$ cat src/rtl/brkpt_pkg.sv
package brkpt_pkg;

    // Break activity state
    typedef enum logic {
        ST_IDLE   = 1'b0,
        ST_ACTIVE = 1'b1
    } brk_state_e;

    // Bit position of the low-power break flag inside the status byte
    localparam int LP_BIT = 1;

    // Per-cycle events handed from decode/compare logic to the state machine
    typedef struct packed {
        logic hit;
        logic frc_set;
        logic act_clr;
        logic lp_clr;
    } brk_evt_t;

endpackage

$ cat src/rtl/brkpt_regs.sv
module brkpt_regs
    import brkpt_pkg::*;
#(
    parameter int ADDR_W = 16,
    parameter int DATA_W = 8,
    parameter int REG_AW = 2
) (
    input  logic              clk,
    input  logic              rst_n,
    input  logic              reg_we,
    input  logic [REG_AW-1:0] reg_off,
    input  logic [DATA_W-1:0] reg_wdata,
    input  logic              act,
    input  logic              lp_flag,
    output logic [DATA_W-1:0] reg_rdata,
    output logic              brk_en,
    output logic [ADDR_W-1:0] brk_addr,
    output logic              frc_set,
    output logic              act_clr,
    output logic              lp_clr
);

    localparam int NB      = ADDR_W / DATA_W;
    localparam int EN_BIT  = DATA_W - 1;
    localparam int ACT_BIT = DATA_W - 2;
    localparam logic [REG_AW-1:0] CTRL_OFF = '0;
    localparam logic [REG_AW-1:0] STAT_OFF = REG_AW'(NB + 1);

    logic ctrl_wr;
    logic stat_wr;

    assign ctrl_wr = reg_we && (reg_off == CTRL_OFF);
    assign stat_wr = reg_we && (reg_off == STAT_OFF);

    // Write-side event decode
    assign frc_set = ctrl_wr &&  reg_wdata[ACT_BIT];
    assign act_clr = ctrl_wr && !reg_wdata[ACT_BIT];
    assign lp_clr  = stat_wr && !reg_wdata[LP_BIT];

    // Enable flag
    always_ff @(posedge clk) begin
        if (!rst_n) begin
            brk_en <= 1'b0;
        end else if (ctrl_wr) begin
            brk_en <= reg_wdata[EN_BIT];
        end
    end

    // Address byte registers: offset 1 is the most significant byte
    for (genvar g = 0; g < NB; g++) begin : g_byte
        localparam logic [REG_AW-1:0] BYTE_OFF = REG_AW'(NB - g);
        logic [DATA_W-1:0] byte_q;

        always_ff @(posedge clk) begin
            if (!rst_n) begin
                byte_q <= '0;
            end else if (reg_we && (reg_off == BYTE_OFF)) begin
                byte_q <= reg_wdata;
            end
        end

        assign brk_addr[g*DATA_W +: DATA_W] = byte_q;
    end

    // Read multiplexer
    always_comb begin
        reg_rdata = '0;
        if (reg_off == CTRL_OFF) begin
            reg_rdata[EN_BIT]  = brk_en;
            reg_rdata[ACT_BIT] = act;
        end else if (reg_off == STAT_OFF) begin
            reg_rdata[LP_BIT] = lp_flag;
        end else begin
            for (int k = 0; k < NB; k++) begin
                if (reg_off == REG_AW'(k + 1)) begin
                    reg_rdata = brk_addr[(NB-1-k)*DATA_W +: DATA_W];
                end
            end
        end
    end

endmodule

$ cat src/rtl/brkpt_match.sv
module brkpt_match #(
    parameter int ADDR_W = 16,
    parameter int DATA_W = 8
) (
    input  logic              bus_vld,
    input  logic [ADDR_W-1:0] bus_addr,
    input  logic              brk_en,
    input  logic [ADDR_W-1:0] brk_addr,
    output logic              hit
);

    localparam int NB = ADDR_W / DATA_W;

    logic [NB-1:0] byte_eq;

    // One equality slice per address byte
    for (genvar g = 0; g < NB; g++) begin : g_cmp
        assign byte_eq[g] = (bus_addr[g*DATA_W +: DATA_W] == brk_addr[g*DATA_W +: DATA_W]);
    end

    assign hit = bus_vld && brk_en && (&byte_eq);

endmodule

$ cat src/rtl/brkpt_ctrl.sv
module brkpt_ctrl
    import brkpt_pkg::*;
(
    input  logic     clk,
    input  logic     rst_n,
    input  brk_evt_t evt,
    input  logic     lp_mode,
    output logic     act,
    output logic     lp_flag
);

    brk_state_e state_q;
    brk_state_e state_d;
    logic       brk_event;

    assign brk_event = evt.hit || evt.frc_set;

    // State register
    always_ff @(posedge clk) begin
        if (!rst_n) begin
            state_q <= ST_IDLE;
        end else begin
            state_q <= state_d;
        end
    end

    // Next state: a hit always wins over a software clear
    always_comb begin
        state_d = state_q;
        unique case (state_q)
            ST_IDLE: begin
                if (brk_event) begin
                    state_d = ST_ACTIVE;          // T_HIT / T_FORCE
                end
            end
            ST_ACTIVE: begin
                if (evt.act_clr && !brk_event) begin
                    state_d = ST_IDLE;            // T_CLEAR
                end
            end
            default: state_d = ST_IDLE;
        endcase
    end

    // Outputs
    always_comb begin
        act = (state_q == ST_ACTIVE);
    end

    // Sticky low-power break flag: set wins over clear
    always_ff @(posedge clk) begin
        if (!rst_n) begin
            lp_flag <= 1'b0;
        end else if (brk_event && lp_mode) begin
            lp_flag <= 1'b1;
        end else if (evt.lp_clr) begin
            lp_flag <= 1'b0;
        end
    end

endmodule

$ cat src/rtl/brkpt_unit.sv
module brkpt_unit
    import brkpt_pkg::*;
#(
    parameter  int ADDR_W = 16,
    parameter  int DATA_W = 8,
    localparam int NB     = ADDR_W / DATA_W,
    localparam int REG_AW = $clog2(NB + 2)
) (
    input  logic              clk,
    input  logic              rst_n,
    input  logic              bus_vld,
    input  logic [ADDR_W-1:0] bus_addr,
    input  logic              stop_mode,
    input  logic              wait_mode,
    input  logic              reg_we,
    input  logic [REG_AW-1:0] reg_off,
    input  logic [DATA_W-1:0] reg_wdata,
    output logic [DATA_W-1:0] reg_rdata,
    output logic              brk_irq,
    output logic              stop_exit
);

    logic              brk_en;
    logic [ADDR_W-1:0] brk_addr;
    logic              lp_flag;
    logic              act;
    logic              hit;
    logic              frc_set;
    logic              act_clr;
    logic              lp_clr;
    brk_evt_t          evt;

    brkpt_regs #(
        .ADDR_W (ADDR_W),
        .DATA_W (DATA_W),
        .REG_AW (REG_AW)
    ) u_regs (
        .clk       (clk),
        .rst_n     (rst_n),
        .reg_we    (reg_we),
        .reg_off   (reg_off),
        .reg_wdata (reg_wdata),
        .act       (act),
        .lp_flag   (lp_flag),
        .reg_rdata (reg_rdata),
        .brk_en    (brk_en),
        .brk_addr  (brk_addr),
        .frc_set   (frc_set),
        .act_clr   (act_clr),
        .lp_clr    (lp_clr)
    );

    brkpt_match #(
        .ADDR_W (ADDR_W),
        .DATA_W (DATA_W)
    ) u_match (
        .bus_vld  (bus_vld),
        .bus_addr (bus_addr),
        .brk_en   (brk_en),
        .brk_addr (brk_addr),
        .hit      (hit)
    );

    assign evt = '{hit: hit, frc_set: frc_set, act_clr: act_clr, lp_clr: lp_clr};

    brkpt_ctrl u_ctrl (
        .clk     (clk),
        .rst_n   (rst_n),
        .evt     (evt),
        .lp_mode (stop_mode || wait_mode),
        .act     (act),
        .lp_flag (lp_flag)
    );

    assign brk_irq   = act;
    assign stop_exit = act && stop_mode;

endmodule

$ cat config.mk
export PLATFORM = sky130hd
export DESIGN_NAME = brkpt_unit
export DESIGN_NICKNAME = d
export VERILOG_FILES = /design/src/rtl/brkpt_pkg.sv /design/src/rtl/brkpt_regs.sv /design/src/rtl/brkpt_match.sv /design/src/rtl/brkpt_ctrl.sv /design/src/rtl/brkpt_unit.sv
export SDC_FILE = /design/constraint.sdc
export NUM_CORES = 1
export LEC_CHECK = 0
export BUFFER_PORTS_ARGS = -buffer_cell sky130_fd_sc_hd__buf_2
export CAP_MARGIN = 10
export CELL_PAD_IN_SITES_DETAIL_PLACEMENT = 1
export CELL_PAD_IN_SITES_GLOBAL_PLACEMENT = 2
export CORE_MARGIN = 10
export CORE_UTILIZATION = 30
export DETAILED_ROUTE_END_ITERATION = 12
export PLACE_DENSITY = 0.88
export RECOVER_POWER = 100
export SKIP_LAST_GASP = 1
export SYNTH_ARGS = -nofsm -noshare
export SYNTH_HDL_FRONTEND = slang
export SYNTH_HIERARCHICAL = 1
export SYNTH_SLANG_ARGS = --single-unit
$ cat constraint.sdc
create_clock -name clk -period 3.55 [get_ports clk]
set_clock_uncertainty 0.05 [all_clocks]
set_input_delay 0.8875 -clock clk [delete_from_list [all_inputs] [get_ports clk]]
set_output_delay 0.8875 -clock clk [all_outputs]
set_load 0.05 [all_outputs]
==> impl_metrics.xml <==
<?xml version="1.0" encoding="UTF-8"?>
<metrics>
  <group name="sta">
    <metric name="drv_slew" unit="">0</metric>
    <metric name="setup_repair_after_global_routing_missed_its_margin" unit="">false</metric>
    <metric name="timing.final.hold_violations" unit="">0</metric>
    <metric name="finalSetupViolations" unit="">0</metric>
    <metric name="slew_limit_headroom" unit="">0.260</metric>
    <metric name="timing.fmax" unit="MHz">326</metric>
    <metric name="max_slew.worst_pin.slew" unit="ns">1.11</metric>
    <metric name="period_share" unit="">0.864</metric>
    <metric name="hold_ws" unit="ns">0.433</metric>
    <metric name="layout_setup_ws" unit="ns">0.482</metric>
    <metric name="tns" unit="ns">0</metric>
    <metric name="layout_min_cycle_time" unit="ns">3.07</metric>
  </group>
  <group name="placement">
    <metric name="placement.setup.worst_slack" unit="ns">0.708</metric>
    <metric name="io_buffers" unit="">41</metric>
    <metric name="place_area" unit="um^2">1310</metric>
    <metric name="gp_congestion" unit="">0.822</metric>
    <metric name="dpl.cell_count" unit="">197</metric>
    <metric name="dp_hpwl" unit="um">2640</metric>
  </group>
  <group name="clocking">
    <metric name="cts_hold_buf" unit="">0</metric>
    <metric name="worst_skew_pair.late_latency" unit="ns">0.26</metric>
    <metric name="numClockSinks" unit="">19</metric>
    <metric name="ctsRootBufferMaster" unit="">sky130_fd_sc_hd__clkbuf_8</metric>
    <metric name="clock_tree.htree_level_count" unit="">1</metric>
    <metric name="numCtsBuffers" unit="">3</metric>
    <metric name="clock_tree_from_tritoncts" unit="">built</metric>
    <metric name="cts_setup_buffers" unit="">0</metric>
    <metric name="clk_pin_slew" unit="ns">0.08</metric>
    <metric name="number_of_gates_resized_after_cts" unit="">0</metric>
    <metric name="cts-root-to-sink-buffers" unit="">2</metric>
  </group>
  <group name="pwr">
    <metric name="power.share.switching" unit="">0.281</metric>
    <metric name="switchingPower" unit="mW">0.132</metric>
    <metric name="cellPowerDensity" unit="nW/um^2">351</metric>
    <metric name="internal_power" unit="mW">0.337</metric>
    <metric name="p_seq_frac" unit="">0.485</metric>
    <metric name="power.clock.fraction" unit="">0.338</metric>
    <metric name="vdd.ir_drop.worst" unit="uV">230</metric>
    <metric name="comb_power_share" unit="">0.177</metric>
    <metric name="p_leak" unit="nW">0.567</metric>
  </group>
  <group name="setup_path">
    <metric name="path_depth" unit="">5</metric>
    <metric name="crit_chain" unit="">buf_2, nor2b_1, buf_4, o2bb2ai_1, clkbuf_1</metric>
    <metric name="crit_buf_inv" unit="">3</metric>
    <metric name="rr_worst_depth" unit="">6</metric>
    <metric name="critical_path.endpoint" unit="">reg_rdata[7]</metric>
    <metric name="critical_path.slowest_cell" unit="">sky130_fd_sc_hd__clkbuf_1</metric>
    <metric name="crit_path_end_kind" unit="">output pin</metric>
    <metric name="worst_setup_path_start_kind" unit="">primary input</metric>
    <metric name="worstReg2RegEnd" unit="">u_ctrl/lp_flag</metric>
    <metric name="timing.critical_path.slowest_cell_delay" unit="ns">0.49</metric>
    <metric name="cp_max_fo" unit="">9</metric>
    <metric name="rr_startpoint" unit="">u_regs/g_byte[0].byte_q[2]</metric>
    <metric name="critPathLaunch" unit="">reg_off[1]</metric>
    <metric name="reg2reg_setup_slack" unit="ns">1.52</metric>
    <metric name="timing.setup.critical_path_class" unit="">primary input to output pin</metric>
    <metric name="crit_required" unit="ns">2.61</metric>
    <metric name="worst_path_dominant_cell_family" unit="">buffers and inverters</metric>
    <metric name="cp.arrival" unit="ns">2.13</metric>
  </group>
  <group name="route">
    <metric name="drt-wirelength-per-cell" unit="um">16.4</metric>
    <metric name="drt.antenna.violating_nets" unit="">0</metric>
    <metric name="detail_route.iter0.violations" unit="">30</metric>
    <metric name="finalWirelength" unit="um">3300</metric>
    <metric name="avgViaCountPerCell" unit="">4.75</metric>
    <metric name="via_count" unit="">954</metric>
    <metric name="first_pass_iters" unit="">3</metric>
    <metric name="remaining_drc_errors" unit="">0</metric>
  </group>
  <group name="finish">
    <metric name="finalNonFillerCells" unit="">201</metric>
    <metric name="final_cell_area" unit="um^2">1340</metric>
    <metric name="most_common_cell_after_layout_fill_and_taps_aside" unit="">sky130_fd_sc_hd__buf_2</metric>
    <metric name="area_grow_syn2layout" unit="%">21.6</metric>
    <metric name="nets" unit="">188</metric>
    <metric name="num_antenna_cells" unit="">0</metric>
    <metric name="final_layout_size_suffix_gt1_frac" unit="">0.226</metric>
    <metric name="layout.cells.most_common_list" unit="">30 x sky130_fd_sc_hd__buf_2, 25 x sky130_fd_sc_hd__nand2_1, 19 x sky130_fd_sc_hd__dfxtp_1, 19 x sky130_fd_sc_hd__mux2i_1, 13 x sky130_fd_sc_hd__xnor2_1</metric>
  </group>
  <group name="yosys">
    <metric name="synth.distinct_cells" unit="">28</metric>
    <metric name="mappedNetlistArea" unit="um^2">1100</metric>
    <metric name="synthesis.yosys.warnings" unit="">6</metric>
    <metric name="synthesis.instances" unit="">117</metric>
    <metric name="synth_sequential_area_ratio" unit="">0.346</metric>
    <metric name="synth.net_count" unit="">149</metric>
    <metric name="syn-mean-instance-area" unit="um^2">9.39</metric>
    <metric name="synth-seq-cells" unit="">19</metric>
  </group>
  <group name="flow_run">
    <metric name="drv.max_cap_violation_count" unit="">0</metric>
  </group>
  <group name="hold_path">
    <metric name="min_path_type" unit="">register to register</metric>
  </group>
  <group name="grt">
    <metric name="grt_max_degree" unit="">28</metric>
    <metric name="track_usage" unit="">0.108</metric>
    <metric name="grt_pass1_vias" unit="">1115</metric>
    <metric name="grt-ovfl-total" unit="">0</metric>
    <metric name="initial_antenna_violation_count" unit="">0</metric>
    <metric name="grt_first_pass_wirelength" unit="um">5500</metric>
  </group>
  <group name="floorplanning">
    <metric name="die_w" unit="um">80.5</metric>
    <metric name="placementRows" unit="">21</metric>
    <metric name="die_h" unit="um">80.5</metric>
    <metric name="initial_core_util" unit="">0.319</metric>
    <metric name="top_level_ports" unit="">42</metric>
    <metric name="design.die.area" unit="um^2">6480</metric>
    <metric name="floorplan.core_area" unit="um^2">3440</metric>
  </group>
  <group name="status">
    <metric name="outcome" unit="">finished clean</metric>
  </group>
</metrics>
## layout make-up
class                   count  area (um^2)
well taps                  46         57.6
repair buffers             42          199
multi-input cells          90          654
flip-flops and latches     19          380
clock buffers               4         45.0
fillers                   432         2110
## worst reg2reg max path: stages (launching register included)
cell and delay (ns):
sky130_fd_sc_hd__dfxtp_1 0.33, sky130_fd_sc_hd__xnor2_1 0.18, sky130_fd_sc_hd__nand4_1 0.11, sky130_fd_sc_hd__or4_1 0.56
sky130_fd_sc_hd__nor4_1 0.41, sky130_fd_sc_hd__o21ai_0 0.14, sky130_fd_sc_hd__a21boi_0 0.18
## metrics by stage
stage,power (mW),utilization
after floorplan,0.287,-
after global placement,0.315,0.381
after detailed placement,0.318,0.381
after CTS,0.475,0.394
after global routing,0.491,0.388
final,0.469,0.388
## worst min path at each step
stage / endpoint / depth (start not counted) / slack, ns / from
floorplan: u_regs/brk_en / 2 / 0.40 / u_regs/brk_en
global placement: u_regs/brk_en / 2 / 0.42 / u_regs/brk_en
detailed placement: u_regs/brk_en / 2 / 0.42 / u_regs/brk_en
CTS: u_regs/brk_en / 2 / 0.44 / u_regs/brk_en
global route: u_regs/g_byte[1].byte_q[2] / 2 / 0.46 / u_regs/g_byte[1].byte_q[2]
finish: u_regs/brk_en / 2 / 0.43 / u_regs/brk_en
## cells in the mapped netlist
master / instances / area, um^2
sky130_fd_sc_hd__mux2_1: 1 / 11.3
sky130_fd_sc_hd__nand2_1: 25 / 93.8
sky130_fd_sc_hd__nand3_1: 1 / 5.00
sky130_fd_sc_hd__nor4_2: 1 / 12.5
sky130_fd_sc_hd__nand2b_1: 1 / 6.26
sky130_fd_sc_hd__and2b_1: 1 / 7.51
sky130_fd_sc_hd__o2bb2ai_1: 2 / 17.5
sky130_fd_sc_hd__xor2_1: 3 / 26.3
sky130_fd_sc_hd__buf_4: 2 / 15.0
sky130_fd_sc_hd__and2_1: 2 / 12.5
sky130_fd_sc_hd__and4b_1: 1 / 10.0
sky130_fd_sc_hd__buf_2: 3 / 15.0
sky130_fd_sc_hd__nor3b_2: 1 / 12.5
sky130_fd_sc_hd__o21ai_0: 1 / 5.00
sky130_fd_sc_hd__a22o_1: 6 / 52.6
sky130_fd_sc_hd__nand3b_1: 1 / 7.51
sky130_fd_sc_hd__dfxtp_1: 19 / 380
sky130_fd_sc_hd__buf_6: 2 / 22.5
sky130_fd_sc_hd__a21boi_0: 1 / 7.51
sky130_fd_sc_hd__nand4_1: 3 / 18.8
sky130_fd_sc_hd__or4_1: 1 / 7.51
sky130_fd_sc_hd__o31a_1: 1 / 8.76
sky130_fd_sc_hd__clkbuf_2: 1 / 5.00
sky130_fd_sc_hd__xnor2_1: 13 / 114
sky130_fd_sc_hd__and3b_1: 1 / 8.76
sky130_fd_sc_hd__nor2b_1: 3 / 18.8
sky130_fd_sc_hd__or2_1: 1 / 6.26
sky130_fd_sc_hd__mux2i_1: 19 / 190
## flip-flops by register name (all words and copies together) (netlist names)
signal                flops
u_ctrl/act                1
u_ctrl/lp_flag            1
u_regs/brk_en             1
u_regs/g_byte.byte_q     16
## power groups by stage
stage,combinational (mW),sequential [mW],clock (mW)
global route,0.0921,0.229,0.170
detailed placement,0.0850,0.233,0
global placement,0.0824,0.232,0
CTS,0.0852,0.228,0.162
finish,0.0828,0.227,0.159
floorplan,0.0555,0.232,0
## layer usage
| metal | global-route usage | wire length (um) | part of all wire | up-vias |
|---|---|---|---|---|
| li1 | - | - | - | 477 |
| met1 | 0.127 | 1540 | 0.47 | 441 |
| met2 | 0.169 | 1430 | 0.43 | 31 |
| met3 | 0.0445 | 288 | 0.087 | 5 |
| met4 | 0.0423 | 45 | 0.014 | 0 |
| met5 | 0 | 0 | 0 | - |
## cell families (layout without fill, tap and decap cells)
| group | Yosys count | in the layout | synth area share |
|---|---|---|---|
| compound gates | 11 | 11 | 0.0831 |
| xor+xnor | 16 | 16 | 0.128 |
| simple gates | 43 | 43 | 0.207 |
| mux | 20 | 20 | 0.183 |
| buf+inv | 8 | 46 | 0.0524 |
| flops | 19 | 19 | 0.346 |
Power figures use the tool's default switching activity.
